[config.mk]
export PLATFORM = sky130hd
export DESIGN_NAME = rx_err_monitor
export DESIGN_NICKNAME = d
export VERILOG_FILES = /design/src/rtl/rxerr_pkg.sv /design/src/rtl/rxerr_gate.sv /design/src/rtl/rxerr_sticky.sv /design/src/rtl/rxerr_conceal.sv /design/src/rtl/rx_err_monitor.sv
export SDC_FILE = /design/constraint.sdc
export NUM_CORES = 1
export LEC_CHECK = 0
export BUFFER_PORTS_ARGS = -buffer_cell sky130_fd_sc_hd__clkbuf_2
export CELL_PAD_IN_SITES_DETAIL_PLACEMENT = 0
export CELL_PAD_IN_SITES_GLOBAL_PLACEMENT = 1
export CORE_MARGIN = 1
export CORE_UTILIZATION = 38
export DETAILED_ROUTE_END_ITERATION = 10
export GPL_ROUTABILITY_DRIVEN = 0
export PLACE_DENSITY = 0.91
export RECOVER_POWER = 50
export SLEW_MARGIN = 20
export SYNTH_ARGS = -nofsm -noshare
export SYNTH_HDL_FRONTEND = slang
export SYNTH_HIERARCHICAL = 1
export SYNTH_SLANG_ARGS = --single-unit
export TNS_END_PERCENT = 10
[constraint.sdc]
create_clock -name clk -period 2.3 [get_ports clk]
set_clock_uncertainty 0.2 [all_clocks]
set_input_delay 0.23 -clock clk [delete_from_list [all_inputs] [get_ports clk]]
set_output_delay 0.23 -clock clk [all_outputs]
set_load 0.01 [all_outputs]
[src/rtl/rxerr_pkg.sv]
package rxerr_pkg;

    localparam int NERR = 7;

    localparam int E_UNLOCK = 0;
    localparam int E_VALID  = 1;
    localparam int E_CONF   = 2;
    localparam int E_BIP    = 3;
    localparam int E_PAR    = 4;
    localparam int E_QCRC   = 5;
    localparam int E_CCRC   = 6;

    typedef logic [NERR-1:0] errvec_t;

    // Errors that are allowed to trigger concealment.
    localparam errvec_t AUDIO_CLASS = errvec_t'((1 << E_UNLOCK) | (1 << E_VALID) |
                                                (1 << E_CONF)   | (1 << E_BIP)   |
                                                (1 << E_PAR));

    typedef enum logic [1:0] {
        HOLD_REPEAT = 2'd0,
        HOLD_ZERO   = 2'd1,
        HOLD_PASS   = 2'd2,
        HOLD_PASS2  = 2'd3
    } hold_e;

    typedef struct packed {
        errvec_t enabled;
        logic    any_hit;
        logic    audio_hit;
    } gate_t;

    function automatic logic hits_audio(errvec_t e);
        return |(e & AUDIO_CLASS);
    endfunction

endpackage

[src/rtl/rxerr_gate.sv]
module rxerr_gate
    import rxerr_pkg::*;
(
    input  errvec_t err_in,
    input  errvec_t err_mask,
    output gate_t   gate
);
    errvec_t en_v;

    genvar i;
    generate
        for (i = 0; i < NERR; i++) begin : g_bit
            assign en_v[i] = err_in[i] & err_mask[i];
        end
    endgenerate

    always_comb begin
        gate.enabled   = en_v;
        gate.any_hit   = |en_v;
        gate.audio_hit = hits_audio(en_v);
    end
endmodule

[src/rtl/rxerr_sticky.sv]
module rxerr_sticky
    import rxerr_pkg::*;
(
    input  logic    clk,
    input  logic    rst,
    input  errvec_t set_vec,
    input  logic    set_any,
    input  logic    rd_en,
    output errvec_t rd_data,
    output logic    err_pulse,
    output logic    irq
);
    errvec_t sticky_q;
    errvec_t sticky_base;

    // Read clears what was captured; same-cycle errors survive.
    always_comb sticky_base = rd_en ? '0 : sticky_q;

    always_ff @(posedge clk) begin
        if (rst) begin
            sticky_q  <= '0;
            rd_data   <= '0;
            err_pulse <= 1'b0;
        end else begin
            sticky_q  <= sticky_base | set_vec;
            err_pulse <= set_any;
            if (rd_en) rd_data <= sticky_q;
        end
    end

    assign irq = |sticky_q;
endmodule

[src/rtl/rxerr_conceal.sv]
module rxerr_conceal
    import rxerr_pkg::*;
#(
    parameter int SMP_W = 24
) (
    input  logic             clk,
    input  logic             rst,
    input  logic             smp_in_vld,
    input  logic [SMP_W-1:0] smp_in,
    input  logic             audio_hit,
    input  logic [1:0]       hold_mode,
    output logic             smp_vld,
    output logic [SMP_W-1:0] smp_out
);
    logic [SMP_W-1:0] prev_q;
    logic [SMP_W-1:0] pick;
    hold_e            mode;

    assign mode = hold_e'(hold_mode);

    always_comb begin
        pick = smp_in;
        if (audio_hit) begin
            unique case (mode)
                HOLD_REPEAT: pick = prev_q;
                HOLD_ZERO:   pick = '0;
                HOLD_PASS,
                HOLD_PASS2:  pick = smp_in;
            endcase
        end
    end

    always_ff @(posedge clk) begin
        if (rst) begin
            prev_q  <= '0;
            smp_vld <= 1'b0;
            smp_out <= '0;
        end else begin
            smp_vld <= smp_in_vld;
            if (smp_in_vld) begin
                smp_out <= pick;
                if (!audio_hit) prev_q <= smp_in;
            end
        end
    end
endmodule

[src/rtl/rx_err_monitor.sv]
module rx_err_monitor
    import rxerr_pkg::*;
#(
    parameter int SMP_W = 24
) (
    input  logic             clk,
    input  logic             rst,
    input  logic [6:0]       err_in,
    input  logic [6:0]       err_mask,
    input  logic [1:0]       hold_mode,
    input  logic             smp_in_vld,
    input  logic [SMP_W-1:0] smp_in,
    input  logic             rd_en,
    output logic [6:0]       rd_data,
    output logic             err_pulse,
    output logic             irq,
    output logic             smp_vld,
    output logic [SMP_W-1:0] smp_out
);
    gate_t   gate;
    errvec_t rd_v;

    rxerr_gate u_gate (
        .err_in   (errvec_t'(err_in)),
        .err_mask (errvec_t'(err_mask)),
        .gate     (gate)
    );

    rxerr_sticky u_sticky (
        .clk       (clk),
        .rst       (rst),
        .set_vec   (gate.enabled),
        .set_any   (gate.any_hit),
        .rd_en     (rd_en),
        .rd_data   (rd_v),
        .err_pulse (err_pulse),
        .irq       (irq)
    );

    assign rd_data = rd_v;

    rxerr_conceal #(.SMP_W(SMP_W)) u_conceal (
        .clk        (clk),
        .rst        (rst),
        .smp_in_vld (smp_in_vld),
        .smp_in     (smp_in),
        .audio_hit  (gate.audio_hit),
        .hold_mode  (hold_mode),
        .smp_vld    (smp_vld),
        .smp_out    (smp_out)
    );
endmodule

==> results, run 1 <==
- The share of synthesized registers carrying an async set or reset is 0.
- When the netlist entered floorplanning its net count stood at roughly 360.
- The worst hold path belongs to the class input pin to register.
- Based on the critical path, the design can be clocked at up to 551 MHz.
- The reg-to-reg endpoint is u_conceal/smp_out[16]$_SDFFE_PP0P_.
- The flow ran to the end, but the final reports show violations.
- For this design the static power due to leakage is 1.50 nW.
- The I/O pin count is between 70 and 80.
- The worst pin sits at a relative slew slack of -0.00104.
- The maximum level of the CTS H-tree is 3.
- The actual slew at the worst max-slew pin is 1.50 ns.
- The pin count of the biggest net entering global routing is 65.
- The synthesized cell area is 0.00275 mm^2.
- Adding up every negative setup slack in the final design gives 0 ns.
- The path with the worst hold slack has its endpoint at u_sticky/sticky_q[4]$_SDFF_PP0_.
- STA classifies the critical path endpoint as a register.
- The share of synthesized area in the top cell type comes to 0.467.
- The number of different library cells used by synthesis comes to 27.
- The fill cell instance count of the final layout is 687.
- The worst path in the final design needs a cycle of 1.81 ns, including I/O delays and setup.
- The antenna diode count is 0.
- The synthesized design contains 64 register bits.
- The setup slack of the worst register-to-register path is 1.17 ns.
- The layout overhead on the synthesized area is 30.6%.
- The startpoint type of the worst setup path is an input pin.
- The flip-flop and latch area is 0.00128 mm^2.
- The worst voltage drop across the vdd grid is 0.321 mV.
- The ratio of cells with drive above 1 in the final layout is 0.219.
- The root buffer cell chosen for the clock tree is sky130_fd_sc_hd__clkbuf_8.
- The post-placement worst setup slack is 0.182 ns.
- The number of global-route vias before repair is 2,358.
- The floorplan has 30 rows.
- The buffer depth of the longest clock path is 2.
- The number of DRC markers after the initial detailed-route iteration is 196.
- The multi-input combinational cells in the finished layout cover a total of 0.00119 mm^2.
- The final reports fail on max-capacitance violations, max-slew violations.
- The CTS tree is yes.
- Counting instances in the post-synthesis netlist gives the leading cell types as 64 x sky130_fd_sc_hd__dfxtp_1, 55 x sky130_fd_sc_hd__a21oi_1, 50 x sky130_fd_sc_hd__nand2_1.
- The die covers 0.00757 mm^2.
- The worst hold slack is 0.0334 ns.
- Summing over every cut layer, the via total after detailed routing is 2,434.
- Setup repair after global routing left no endpoint under its margin.
- The yosys synthesis warning count is 6.
- Each instance of the synthesized netlist takes up on average approximately 8.8 um^2.
- The later-pin clock latency in the skew report is 0.34 ns.
- The die extent in x is 87.0 um.
- The post-synthesis cell count is 311.
- The final-stage net count is 454.
- Setup violations remaining at the end of the flow were counted as 0.
- In the routed layout, each cell is associated on average with a via count of 4.76.
- The count of pins over their slew limit is 41.
- The number of endpoints with negative hold slack in the final report is 0.
- The required time at the worst-slack endpoint is 2.29 ns.
- The sequential area share after synthesis is 0.467.
- The clock transition at the registers of the reported paths is 0.07 ns.
- The HPWL after detailed placement is about 4300 um.
- Clock tree synthesis found a total of 64 sinks.
- The category of the most critical setup path is input pin to register.
- In the routed design, unresolved DRC markers number 0.
- The routed wire length per instance is 12.6 um.
- The overall routed net length is 6450 um.
- The number of setup buffers added after CTS is 0.
- The startpoint identified for the worst hold timing path is err_mask[4].
- The number of cells on the worst reg-to-reg path is 2.
- The die extent in y is just under 90 um.
- In the synthesized netlist the dominant register cell turns out to be sky130_fd_sc_hd__dfxtp_1.
- The most common cell in the synthesized netlist is sky130_fd_sc_hd__dfxtp_1.
- The pre-antenna-repair detailed-routing pass consisted of 5 iterations.
- Yosys attributes the largest share of cell area to sky130_fd_sc_hd__dfxtp_1 47%, sky130_fd_sc_hd__a2111oi_2 10%, sky130_fd_sc_hd__a21oi_1 10%.
- The detail route stage leaves a number of antenna-violating nets equal to 0.
- The worst path setup slack after routing is roughly 0.49 ns.
- The reported max-cap violation count is 1.
- The core region area is ~0.007 mm^2.
- The first global-routing pass estimated 11,000 um of wire.
- The largest fanout on the critical path is 24.
- The number of clock buffers added by TritonCTS is 9.
- The launch point of the worst reg-to-reg path is u_conceal/prev_q[16]$_SDFFE_PP0P_.
- In this run the tool buffered the top-level ports with 77 buffer cells.
- The worst hold path depth is 4.
- For this run the aggregate overflow at the end of global routing stands at 0.
- Dividing the final minimum period by the clock period gives 0.789.
- The critical path arrival is 1.81 ns.
- The initial antenna violation count is 0.
- In the global route stage, overall resource usage came out at 0.190.
- Counting flops with a built-in enable in the synthesized netlist gives 0.
- sky130_fd_sc_hd__dfxtp_1 takes more of the synthesized area than any other cell.
- The starting density of the core is 0.400.
- Dividing total power by cell area gives a power density of 727 mW/mm^2.
## logic make-up (layout without fill, tap and decap cells)
group | after synthesis | count (layout) | synth area share
simple gates | 103 | 103 | 0.168
mux | 7 | 7 | 0.0255
buf+inv | 55 | 159 | 0.102
flops | 64 | 64 | 0.467
compound gates | 82 | 82 | 0.238
## critical path, stage by stage
cell,delay (ns)
sky130_fd_sc_hd__clkbuf_2,0.09
sky130_fd_sc_hd__a222oi_1,0.42
sky130_fd_sc_hd__nand2_1,0.26
sky130_fd_sc_hd__nand3b_4,0.33
sky130_fd_sc_hd__a21oi_1,0.08
sky130_fd_sc_hd__a2111oi_0,0.40
## routing by layer
| layer | share of wire | track usage | vias to the layer above | wire length [um] |
|---|---|---|---|---|
| met5 | 0 | 0 | - | 0 |
| met4 | 0.020 | 0.105 | 0 | 131 |
| met3 | 0.042 | 0.0417 | 11 | 272 |
| met2 | 0.46 | 0.296 | 56 | 2970 |
| met1 | 0.48 | 0.244 | 1132 | 3080 |
| li1 | - | - | 1235 | - |
## stage by stage
| stage | cells | utilization | power, W | instance area, um^2 |
|---|---|---|---|---|
| final | 511 | 0.522 | 0.00260 | 3580 |
| after global routing | 511 | 0.522 | 0.00274 | 3580 |
| after CTS | 511 | 0.530 | 0.00265 | 3640 |
| after detailed placement | 471 | 0.463 | 0.00158 | 3180 |
| after global placement | 471 | 0.463 | 0.00157 | 3180 |
| after floorplan | 311 | - | 0.00145 | 2750 |
## report_power, final
group / switching [W] / internal [W] / total [W]
Sequential: 0.0000332 / 0.00117 / 0.00121
Combinational: 0.000207 / 0.000161 / 0.000368
Clock: 0.000414 / 0.000618 / 0.00103
## cell type report
class                           count  area share
Clock buffer                       14      0.0510
Timing Repair Buffer              110       0.181
Tap cell                           96      0.0335
Clock inverter                      2     0.00977
Sequential cell                    64       0.357
Multi-Input combinational cell    192       0.333
Inverter                           33      0.0346
## registers in the layout (all words and copies together), names as in the netlist
name,cells
u_conceal/smp_vld,1
u_sticky/err_pulse,1
u_conceal/smp_out,24
u_sticky/rd_data,7
u_conceal/prev_q,24
u_sticky/sticky_q,7
## repair_timing
item,CTS,global route
setup endpoints to repair,0,0
gates resized for setup,0,0
hold endpoints to repair,48,0
hold buffers,24,0
## how the worst max path moves through the flow
stage	start	to	slack, ns	cells past startpoint
after floorplan	err_in[0]	u_conceal/smp_out[10]$_SDFFE_PP0P_	0.61	6
after detailed placement	err_in[0]	u_conceal/smp_out[16]$_SDFFE_PP0P_	0.18	6
after global routing	err_in[0]	u_conceal/smp_out[16]$_SDFFE_PP0P_	0.29	6
final	err_in[0]	u_conceal/smp_out[16]$_SDFFE_PP0P_	0.49	6
after global placement	err_in[0]	u_conceal/smp_out[16]$_SDFFE_PP0P_	0.19	6
after CTS	err_in[0]	u_conceal/smp_out[16]$_SDFFE_PP0P_	0.49	6
## cell usage in the layout (no fill, tap or decap)
| master | count |
|---|---|
| sky130_fd_sc_hd__inv_1 | 33 |
| sky130_fd_sc_hd__and2_1 | 6 |
| sky130_fd_sc_hd__dlygate4sd3_1 | 24 |
| sky130_fd_sc_hd__nor2_1 | 31 |
| sky130_fd_sc_hd__nand2_1 | 50 |
| sky130_fd_sc_hd__clkbuf_8 | 13 |
| sky130_fd_sc_hd__a22oi_1 | 1 |
| sky130_fd_sc_hd__nand2b_1 | 8 |
| sky130_fd_sc_hd__a2111oi_1 | 1 |
| sky130_fd_sc_hd__dfxtp_1 | 64 |
| sky130_fd_sc_hd__clkbuf_2 | 45 |
| sky130_fd_sc_hd__nor4_1 | 1 |
| sky130_fd_sc_hd__a2111oi_4 | 1 |
| sky130_fd_sc_hd__a222oi_1 | 1 |
| sky130_fd_sc_hd__mux2i_1 | 7 |
| sky130_fd_sc_hd__bufinv_16 | 1 |
| sky130_fd_sc_hd__a2111oi_2 | 19 |
| sky130_fd_sc_hd__and2_2 | 1 |
| sky130_fd_sc_hd__nor2b_1 | 2 |
| sky130_fd_sc_hd__buf_4 | 8 |
| sky130_fd_sc_hd__nor3_1 | 1 |
| sky130_fd_sc_hd__and2b_1 | 1 |
| sky130_fd_sc_hd__clkbuf_1 | 34 |
| sky130_fd_sc_hd__clkinv_2 | 1 |
| sky130_fd_sc_hd__nand3b_4 | 1 |
| sky130_fd_sc_hd__a2111oi_0 | 3 |
| sky130_fd_sc_hd__a21boi_4 | 1 |
| sky130_fd_sc_hd__a21oi_1 | 55 |
| sky130_fd_sc_hd__nand4bb_1 | 1 |
Power figures use the tool's default switching activity.
==> inputs of run 2 (changes only) <==
ABC_AREA = 1   (was default)
CORE_UTILIZATION = 32   (was 38)
PLACE_DENSITY = 0.87   (was 0.91)
clock period = 1.6 ns   (was 2.3 ns; I/O delays follow)
==> results, run 2 <==
- The largest single stage delay on the critical path is 0.54 ns.
- In this run the mean area of a mapped cell was 6.32 um^2.
- The fmax is 650 MHz.
- The top flip-flop cell by instance count after synthesis is sky130_fd_sc_hd__dfxtp_1.
- The share of synthesized registers carrying an async set or reset is 0.
- The ratio of cells with drive above 1 in the final layout is 0.130.
- The post-synthesis cell count is 461.
- The count of port buffers added during placement is 77.
- Measured along the x axis, the die boundary spans 97.4 um.
- After detailed routing, the number of vias per cell comes to 4.21.
- The largest registers in the layout are u_conceal/prev_q: 24 flops, u_conceal/smp_out: 24 flops.
- The net count of the mapped netlist is 505.
- After synthesis the cells add up to 0.00291 mm^2.
- On the final layout, the worst hold slack is 0.0330 ns.
- Entering global routing, the biggest net connects 43 pins.
- The number of global-route vias before repair came to 2,830.
- In the global route stage, overall resource usage came out at 0.163.
- The sequential area share after synthesis is 0.440.
- The estimated wirelength of the detail-placed design is 4750 um.
- After layout, the worst setup slack is 0.0623 ns.
- In this run, synthesis produced a sequential element count of 64.
- Setup violations remaining at the end of the flow were counted as 0.
- In this run the vertical extent of the chip is 97.4 um.
- In this run the tightest slew margin relative to its limit is 0.650.
- At the pin with the least slew margin, the transition time is ~0.52 ns.
- The synthesized design spends more area on one cell type than any other, namely sky130_fd_sc_hd__dfxtp_1.
- The largest fanout on the critical path is 2.
- The detailed router finished its first iteration with 148 violations.
- The yosys synthesis warning count is 6.
- In this run the static leakage power is approximately 1.9 nW.
- In this run, synthesis inferred 0 flip-flops with an integrated enable.
- The critical path goes through dlygate4sd3_1 -> clkbuf_2 -> nand2_2 -> dlygate4sd3_1 -> inv_1 -> inv_1 -> a21oi_1.
- Power spread over the standard cell area amounts to just under 1000 mW/mm^2.
- The die area is 0.00949 mm^2.
- The residual overflow from global routing is 0.
- The library cell used most frequently in the layout, excluding fill and tap cells, is sky130_fd_sc_hd__nand2_1.
- The number of setup buffers added after CTS is 0.
- The starting density of the core is 0.332.
- STA puts the critical path data required time at 1.61 ns.
- Measured on the finished design, the core utilization comes to 0.449.
- The number of standard-cell rows in the floorplan is 34.
- The post-route antenna net violation count is 0.
- VDD sags by at most 0.395 mV.
- Clock tree synthesis found a total of 64 sinks.
- CTS placed an instance of sky130_fd_sc_hd__clkbuf_8 at the clock tree root.
- By instance count, the leading cell after synthesis is sky130_fd_sc_hd__nand2_1.
- The worst-path cell with the longest stage delay is sky130_fd_sc_hd__dlygate4sd3_1.
- The H-tree generated during clock tree synthesis spans 3 levels.
- The count of pins over their slew limit came to 0.
- In this run the worst hold path is classified as input pin to register.
- The via count is slightly below 3,000.
- The flow ran to the end, and the final reports show no timing, DRC or antenna violations.
- The CTS tree is yes.
- The number of endpoints with negative hold slack in the final report is 0.
- Of the available clock period, the critical path in the final layout requires 0.961.
- The area growth from synthesis to layout is 35.2%.
- After layout, the minimum clock period comes to 1.54 ns.
- The global-route wire length before repair is 12,700 um.
- STA classifies the critical path endpoint as a register.
- No sink is reached through more buffers than the 2 on the longest clock path.
- Setup repair after global routing left no endpoint under its margin.
- The kind of cell with the highest combined delay on the critical path is buffers and inverters.
- By area the synthesized netlist is led by sky130_fd_sc_hd__dfxtp_1 44%, sky130_fd_sc_hd__nand2_1 19%, sky130_fd_sc_hd__nor2_1 12%.
- The TritonCTS buffer count is 9.
- Wires add up to 7110 um.
- The number of search-and-repair iterations in the first detailed-routing pass is 4.
- The critical path arrival is 1.55 ns.
- The initial antenna violation count is 0.
- Of the post-synthesis cell area, the dominant cell type holds 0.440.
- After synthesis, the netlist uses 14 different library cells.
- The DRC violation count after routing is 0.
- STA classifies the critical path startpoint as an input pin.
- The clock transition at the registers of the reported paths is approximately 0.080 ns.
- After floorplanning, the core was sized to cover slightly below 0.009 mm^2.
- The buffer and inverter count on the worst path is 5.
- After the last flow step, the layout net total stands at slightly above 600.
- The top cell types in the final layout, fill and taps aside, are 143 x sky130_fd_sc_hd__nand2_1, 92 x sky130_fd_sc_hd__nor2_1, 72 x sky130_fd_sc_hd__inv_1, 64 x sky130_fd_sc_hd__dfxtp_1, 44 x sky130_fd_sc_hd__clkbuf_2.
- The routed wire length per instance is 10.4 um.
- In the synthesized netlist, the cells that appear most often are 144 x sky130_fd_sc_hd__nand2_1, 91 x sky130_fd_sc_hd__nor2_1, 72 x sky130_fd_sc_hd__inv_1.
- The number of antenna diodes in the final layout is 0.
- The I/O pin count is slightly below 80.
- The worst setup path is of the input pin to register kind.
- OpenSTA, run right after detailed placement, puts the worst setup slack at -0.0499 ns.
- The clock reaches the later pin of the worst-skew pair after 0.33 ns.
- Max-cap violations in this run came to 0.
run 2: power breakdown:
| part | internal (W) | total (W) | switching [W] |
|---|---|---|---|
| registers | 0.00168 | 0.00173 | 0.0000453 |
| logic | 0.000251 | 0.000574 | 0.000323 |
| clock network | 0.000876 | 0.00152 | 0.000639 |
run 2: path summary, 6_finish.rpt:
| kind | cells past startpoint | slack [ns] | from | to |
|---|---|---|---|---|
| max reg2reg | 6 | 0.62 | u_conceal/prev_q[16]$_SDFFE_PP0P_ | u_conceal/smp_out[16]$_SDFFE_PP0P_ |
| min reg2reg | 2 | 0.26 | u_conceal/prev_q[6]$_SDFFE_PP0P_ | u_conceal/prev_q[6]$_SDFFE_PP0P_ |
| max | 7 | 0.06 | err_mask[5] | u_sticky/sticky_q[5]$_SDFF_PP0_ |
| min | 3 | 0.03 | smp_in_vld | u_conceal/smp_vld$_SDFF_PP0_ |
run 2: kinds of logic after synthesis:
family,count (synthesis),synth area share
flip-flops,64,0.440
AO/OA/AOI/OAI,38,0.0653
AND/OR/NAND/NOR,262,0.354
buffers and inverters,97,0.141
run 2: repair_timing:
action,4_1_cts,5_1_grt
endpoints found under the hold margin,63,0
endpoints found under the setup margin,0,2
hold buffers,35,0
resized for setup,0,2
run 2: area by class of cell:
type	count	area, um^2
Sequential cell	64	1280
Inverter	75	282
Clock buffer	9	124
Multi-Input combinational cell	300	1220
Tap cell	108	135
Fill cell	947	4820
Timing Repair Buffer	121	796
Clock inverter	7	96.3
run 2: routing by layer:
layer  wire [um]  part of all wire  vias to the layer above  global-route usage
li1            -                 -                     1581                   -
met1        3300              0.46                     1251               0.197
met2        3490              0.49                       47               0.283
met3         245             0.034                        4              0.0324
met4          71             0.010                        0              0.0656
met5           0                 0                        -                   0
run 2: worst register-to-register path, stage by stage (launching register included):
cell,delay [ns]
sky130_fd_sc_hd__dfxtp_1,0.33
sky130_fd_sc_hd__inv_1,0.04
sky130_fd_sc_hd__nor2_1,0.08
sky130_fd_sc_hd__nand2_1,0.07
sky130_fd_sc_hd__nand3_1,0.10
sky130_fd_sc_hd__nand2_1,0.05
sky130_fd_sc_hd__inv_1,0.04
run 2: through the flow:
stage               instance area [um^2]  power, W  instances   TNS, ns
finish                              3940   0.00382        684         0
global placement                    3410   0.00228        633  -0.00450
global route                        3940   0.00404        684         0
CTS                                 3980   0.00390        684         0
detailed placement                  3410   0.00229        633     -1.02
floorplan                           2910   0.00209        461         0
